==> config.mk <==
export PLATFORM = sky130hd
export DESIGN_NAME = rtc_health_flags
export DESIGN_NICKNAME = d
export VERILOG_FILES = /design/src/rtl/rtc_flags_pkg.sv /design/src/rtl/halt_sense.sv /design/src/rtl/drop_filter.sv /design/src/rtl/flag_bank.sv /design/src/rtl/rtc_health_flags.sv
export SDC_FILE = /design/constraint.sdc
export NUM_CORES = 1
export LEC_CHECK = 0
export BUFFER_PORTS_ARGS = -buffer_cell sky130_fd_sc_hd__buf_2
export CAP_MARGIN = 20
export CORE_MARGIN = 5
export CORE_UTILIZATION = 57
export DETAILED_ROUTE_END_ITERATION = 10
export PLACE_DENSITY = 0.78
export SYNTH_ARGS = -nofsm -noshare
export SYNTH_HDL_FRONTEND = slang
export SYNTH_SLANG_ARGS = --single-unit
==> constraint.sdc <==
create_clock -name clk -period 2.19 [get_ports clk]
set_clock_uncertainty 0.15 [all_clocks]
set_input_delay 0.5475 -clock clk [delete_from_list [all_inputs] [get_ports clk]]
set_output_delay 0.5475 -clock clk [all_outputs]
set_load 0.01 [all_outputs]
==> src/rtl/rtc_flags_pkg.sv <==
package rtc_flags_pkg;

    typedef enum logic [1:0] {
        ST_CLEAN   = 2'b00,
        ST_SUPPLY  = 2'b01,
        ST_HALTED  = 2'b10
    } health_e;

    localparam logic [1:0] A_TRIM = 2'd0;
    localparam logic [1:0] A_CTLA = 2'd1;
    localparam logic [1:0] A_CTLB = 2'd2;
    localparam logic [1:0] A_AUX  = 2'd3;

    typedef struct packed {
        logic [6:0] trim;
        logic [2:0] per_sel;
        logic       test_bit;
        logic       clkout_en1;
        logic       hour_mode;
        logic [1:0] alarm_en;
        logic       thr_sel;
        logic       clkout_en2;
        logic [2:0] scratch;
        logic [2:0] irq_flag;
    } cfg_t;

    function automatic health_e classify(input logic halt, input logic drop);
        if (halt)      return ST_HALTED;
        else if (drop) return ST_SUPPLY;
        else           return ST_CLEAN;
    endfunction

    function automatic logic [7:0] read_reg(input cfg_t c, input logic halt,
                                            input logic drop, input logic [1:0] a);
        case (a)
            A_TRIM:  return {1'b0, c.trim};
            A_CTLA:  return {c.per_sel, c.test_bit, c.clkout_en1, c.hour_mode, c.alarm_en};
            A_CTLB:  return {halt, drop, c.thr_sel, c.clkout_en2, 4'b0000};
            default: return {2'b00, c.scratch, c.irq_flag};
        endcase
    endfunction

    function automatic cfg_t write_reg(input cfg_t c, input logic [1:0] a,
                                       input logic [7:0] d);
        cfg_t r;
        r = c;
        case (a)
            A_TRIM: r.trim = d[6:0];
            A_CTLA: begin
                r.per_sel    = d[7:5];
                r.test_bit   = d[4];
                r.clkout_en1 = d[3];
                r.hour_mode  = d[2];
                r.alarm_en   = d[1:0];
            end
            A_CTLB: begin
                r.thr_sel    = d[5];
                r.clkout_en2 = d[4];
            end
            default: begin
                r.scratch  = d[5:3];
                r.irq_flag = d[2:0];
            end
        endcase
        return r;
    endfunction

endpackage

==> src/rtl/halt_sense.sv <==
module halt_sense #(
    parameter int HALT_TIMEOUT = 128,
    parameter int INIT_EDGES   = 32768
) (
    input  logic clk,
    input  logic rst,
    input  logic osc_in,
    input  logic ce,
    output logic halt_cond,
    output logic init_done
);
    localparam int HMAX = HALT_TIMEOUT + 1;
    localparam int HW   = $clog2(HMAX + 1);
    localparam int IW   = $clog2(INIT_EDGES + 1);

    logic [2:0]    osc_sync;
    logic          osc_rise;
    logic [HW-1:0] gap_cnt;
    logic [IW-1:0] init_cnt;

    assign osc_rise  = osc_sync[1] & ~osc_sync[2];
    assign init_done = (init_cnt == IW'(INIT_EDGES));
    assign halt_cond = ~ce & init_done & (gap_cnt > HW'(HALT_TIMEOUT));

    always_ff @(posedge clk) begin
        if (rst) begin
            osc_sync <= '0;
            gap_cnt  <= '0;
            init_cnt <= '0;
        end else begin
            osc_sync <= {osc_sync[1:0], osc_in};
            if (osc_rise)
                gap_cnt <= '0;
            else if (gap_cnt != HW'(HMAX))
                gap_cnt <= gap_cnt + 1'b1;
            if (osc_rise && !init_done)
                init_cnt <= init_cnt + 1'b1;
        end
    end
endmodule

==> src/rtl/drop_filter.sv <==
module drop_filter #(
    parameter int DROP_HOLD = 16
) (
    input  logic clk,
    input  logic rst,
    input  logic cmp_low,
    input  logic init_done,
    output logic drop_cond
);
    localparam int DW = $clog2(DROP_HOLD + 1);

    logic [1:0]    cmp_sync;
    logic [DW-1:0] run_cnt;

    assign drop_cond = init_done & (run_cnt == DW'(DROP_HOLD));

    always_ff @(posedge clk) begin
        if (rst) begin
            cmp_sync <= '0;
            run_cnt  <= '0;
        end else begin
            cmp_sync <= {cmp_sync[0], cmp_low};
            if (!cmp_sync[1])
                run_cnt <= '0;
            else if (run_cnt != DW'(DROP_HOLD))
                run_cnt <= run_cnt + 1'b1;
        end
    end
endmodule

==> src/rtl/flag_bank.sv <==
module flag_bank
    import rtc_flags_pkg::*;
(
    input  logic       clk,
    input  logic       rst,
    input  logic       wr_en,
    input  logic [1:0] addr,
    input  logic [7:0] wr_data,
    input  logic       halt_cond,
    input  logic       drop_cond,
    output cfg_t       cfg,
    output logic       halt_flag,
    output logic       drop_flag
);
    cfg_t cfg_n;
    logic halt_n;
    logic drop_n;

    always_comb begin
        cfg_n  = cfg;
        halt_n = halt_flag;
        drop_n = drop_flag;
        if (wr_en) begin
            cfg_n = write_reg(cfg, addr, wr_data);
            if (addr == A_CTLB) begin
                if (!wr_data[7]) halt_n = 1'b0;
                if (!wr_data[6]) drop_n = 1'b0;
            end
        end
        if (drop_cond) drop_n = 1'b1;
        if (halt_cond) begin
            halt_n = 1'b1;
            drop_n = 1'b0;
            cfg_n  = '0;
        end
    end

    always_ff @(posedge clk) begin
        if (rst) begin
            cfg       <= '0;
            halt_flag <= 1'b1;
            drop_flag <= 1'b0;
        end else begin
            cfg       <= cfg_n;
            halt_flag <= halt_n;
            drop_flag <= drop_n;
        end
    end
endmodule

==> src/rtl/rtc_health_flags.sv <==
module rtc_health_flags
    import rtc_flags_pkg::*;
#(
    parameter int HALT_TIMEOUT = 128,
    parameter int DROP_HOLD    = 16,
    parameter int INIT_EDGES   = 32768
) (
    input  logic       clk,
    input  logic       rst,
    input  logic       osc_in,
    input  logic       cmp_low,
    input  logic       ce,
    input  logic       wr_en,
    input  logic [1:0] addr,
    input  logic [7:0] wr_data,
    output logic [7:0] rd_data,
    output logic       thr_sel,
    output logic       halt_flag,
    output logic       drop_flag,
    output logic [1:0] status,
    output logic       init_done
);
    logic halt_cond;
    logic drop_cond;
    cfg_t cfg;

    halt_sense #(.HALT_TIMEOUT(HALT_TIMEOUT), .INIT_EDGES(INIT_EDGES)) u_halt (
        .clk(clk), .rst(rst), .osc_in(osc_in), .ce(ce),
        .halt_cond(halt_cond), .init_done(init_done)
    );

    drop_filter #(.DROP_HOLD(DROP_HOLD)) u_drop (
        .clk(clk), .rst(rst), .cmp_low(cmp_low), .init_done(init_done),
        .drop_cond(drop_cond)
    );

    flag_bank u_bank (
        .clk(clk), .rst(rst), .wr_en(wr_en), .addr(addr), .wr_data(wr_data),
        .halt_cond(halt_cond), .drop_cond(drop_cond), .cfg(cfg),
        .halt_flag(halt_flag), .drop_flag(drop_flag)
    );

    assign rd_data = read_reg(cfg, halt_flag, drop_flag, addr);
    assign status  = classify(halt_flag, drop_flag);
    assign thr_sel = cfg.thr_sel;
endmodule

==> flow_metrics.env <==
export IMPL_cts_tree="built"
export IMPL_viasPerCell=5.53
export IMPL_period_minus_slack_ps=2150
export IMPL_antenna_found_initial=0
export IMPL_routed_via_count=2114
export IMPL_clk_latency_ps=340
export IMPL_avgSynthCellArea_sq_um=9.09
export IMPL_grt_pass1_vias=2131
export IMPL_hold_viol=0
export IMPL_coreArea_sq_um=4410
export IMPL_hold_class="primary input to flop"
export IMPL_hold_slack_ps=272
export IMPL_dp_hpwl_mm=3.71
export IMPL_crit_top_cell="buf_2"
export IMPL_area_growth_pct=16.9
export IMPL_post_dp_cell_area_sq_um=2840
export IMPL_cts_max_level=3
export IMPL_rsz0062_at_grt="yes"
export IMPL_dr_pass1_iters=4
export IMPL_pin_count=30
export IMPL_synth_seq_cells=59
export IMPL_num_rows=24
export IMPL_place_ws_ps=51.5
export IMPL_powerDensity_nw_per_um2=720
export IMPL_ys_top_cells_by_count="59 x dfxtp_1, 33 x nand2_1, 31 x nor2_1"
export IMPL_finalCritPeriodShare=0.979
export IMPL_synth_cell_area_sq_um=2640
export IMPL_clock_sinks=59
export IMPL_grt_pass1_wl_mm=9.38
export IMPL_yosysSeqAreaShare=0.448
export IMPL_synth_edff_count=0
export IMPL_crit_slowest_cell="mux4_2"
export IMPL_wl_per_cell_um=14.1
export IMPL_finalSetupViolations=0
export IMPL_cp_end_kind="output port"
export IMPL_synthesis_instances=290
export IMPL_grt_max_degree=26
export IMPL_ant_nets=0
export IMPL_slowest_delay_ps=530
export IMPL_cap_viol_max_count=0
export IMPL_overflow=0
export IMPL_cp_top_family="multiplexers"
export IMPL_crit_chain="buf_2 > mux4_2 > buf_2"
export IMPL_drtIter0Drc=146
export IMPL_stdcell_area_sq_um=3080
export IMPL_portBuffers=29
export IMPL_clockBufferDepth=2
export IMPL_initial_core_util=0.597
export IMPL_p_total_mw=2.22
export IMPL_yosys_area_top_type_share=0.448
export IMPL_wirelength_mm=5.37
export IMPL_crit_arrival_ps=1450
export IMPL_setup_ws_ps=45.0
export IMPL_crit_path_start_kind="primary input"
export IMPL_die_w_um=78.0
export IMPL_die_area_sq_um=6080
export IMPL_cp_required_ps=1490
export IMPL_worst_pin_slew_ps=572
export IMPL_track_usage=0.190
export IMPL_layout_drive_gt1_share=0.203
export IMPL_yosysMostFrequentCell="dfxtp_1"
export IMPL_criticalPathCategory="primary input to output port"
export IMPL_drc=0
export IMPL_slew_headroom=0.616
export IMPL_yosys_cell_types_count=37
export IMPL_cts_buffers=9
export IMPL_layout_nets=348
export IMPL_synthArstFlopShare=0
export IMPL_die_h_um=78.0
export IMPL_path_clk_slew_ps=60
export IMPL_peakVddDrop_mv=0.514
export IMPL_antenna_cells=0
export IMPL_path_max_fanout=9
export IMPL_place_congestion=0.797
export IMPL_synth_top_area_cell="dfxtp_1"
export IMPL_synth_nets=313
export IMPL_yosys_warnings=0
export IMPL_leakage_nw=1.28
export IMPL_slew_violations=0
export IMPL_cts_root_buf="clkbuf_8"
export IMPL_crit_buf_inv=2
export IMPL_status="completed"
export IMPL_ys_flop_type="dfxtp_1"
export IMPL_max_freq_mhz=466
export IMPL_post_route_util=0.698
export IMPL_synth_area_leaders="dfxtp_1 45%, xor2_1 5.7%, nand2_1 4.7%"
==> layout by cell type (no fill, tap or decap), drive strengths merged, types with 2 or more instances in the layout <==
cell type  instances
and2               2
mux2i             12
nand2b             3
inv                8
a21oi             19
mux4               2
xor2              17
or3                3
nor2              31
mux2               4
and4               3
o21ai              5
ha                 7
nand4              7
nand3b             3
nand3             19
nor4               3
buf               39
and3               3
xnor2              6
and4b              3
a22o               4
nor3               5
dfxtp             59
nand2             33
nor2b              8
clkbuf            15
==> layer usage <==
| layer | vias up | GRT usage | part of all wire |
|---|---|---|---|
| met1 | 987 | 0.235 | 0.46 |
| met2 | 51 | 0.294 | 0.46 |
| li1 | 1062 | - | - |
| met5 | - | 0 | 0 |
| met3 | 14 | 0.0590 | 0.057 |
| met4 | 0 | 0.106 | 0.026 |
==> timing repair <==
item	4_1_cts	5_1_grt
gates resized for setup	5	4
hold buffers	0	0
setup endpoints to repair	1	2
buffers inserted	1	0
pin swaps	1	0
==> metrics by stage <==
stage               instances  setup TNS, ps
floorplan                 290              0
global placement          365              0
detailed placement        365              0
CTS                       382              0
global route              382          -24.8
finish                    382              0
==> logic make-up after synthesis <==
kind of cell,count (synthesis),synth area share
xor gates and xnor gates,23,0.0764
buffers and inverters,23,0.0437
adders and majority gates,7,0.0332
DFF,59,0.448
AOI/OAI and AO/OA,31,0.0693
and+or+nand+nor,129,0.249
muxes,18,0.0798
==> path summary, 6_finish.rpt <==
check | from | to | slack, ps | cells after the start
worst max-delay path | addr[1] | rd_data[4] | 40 | 3
worst min-delay path | cmp_low | u_drop.cmp_sync[0] | 270 | 2
worst max register to register | u_halt.init_cnt[1] | u_bank.halt_flag | 290 | 8
worst min register to register | u_halt.osc_sync[0] | u_halt.osc_sync[1] | 290 | 1
==> layout make-up <==
| class | count | area [sq um] |
|---|---|---|
| clock buffer | 15 | 186 |
| clock inverter | 1 | 5.00 |
| fill | 338 | 1340 |
| inverter | 8 | 30.0 |
| multi-input combinational | 208 | 1370 |
| sequential | 59 | 1180 |
| tap | 52 | 65.1 |
| timing repair buffer | 39 | 239 |
==> where the power goes <==
part / switching, mW / internal [mW]
clock network: 0.407 / 0.534
registers: 0.0177 / 1.10
logic: 0.0879 / 0.0727
==> state kept, by name, indices dropped and copies added, names as in the netlist <==
name	cells
u_halt.gap_cnt	8
u_bank.halt_flag	1
u_drop.cmp_sync	2
u_drop.run_cnt	5
u_bank.cfg	23
u_halt.osc_sync	3
u_bank.drop_flag	1
u_halt.init_cnt	16
Note: power is estimated with default switching activity, not from simulation.
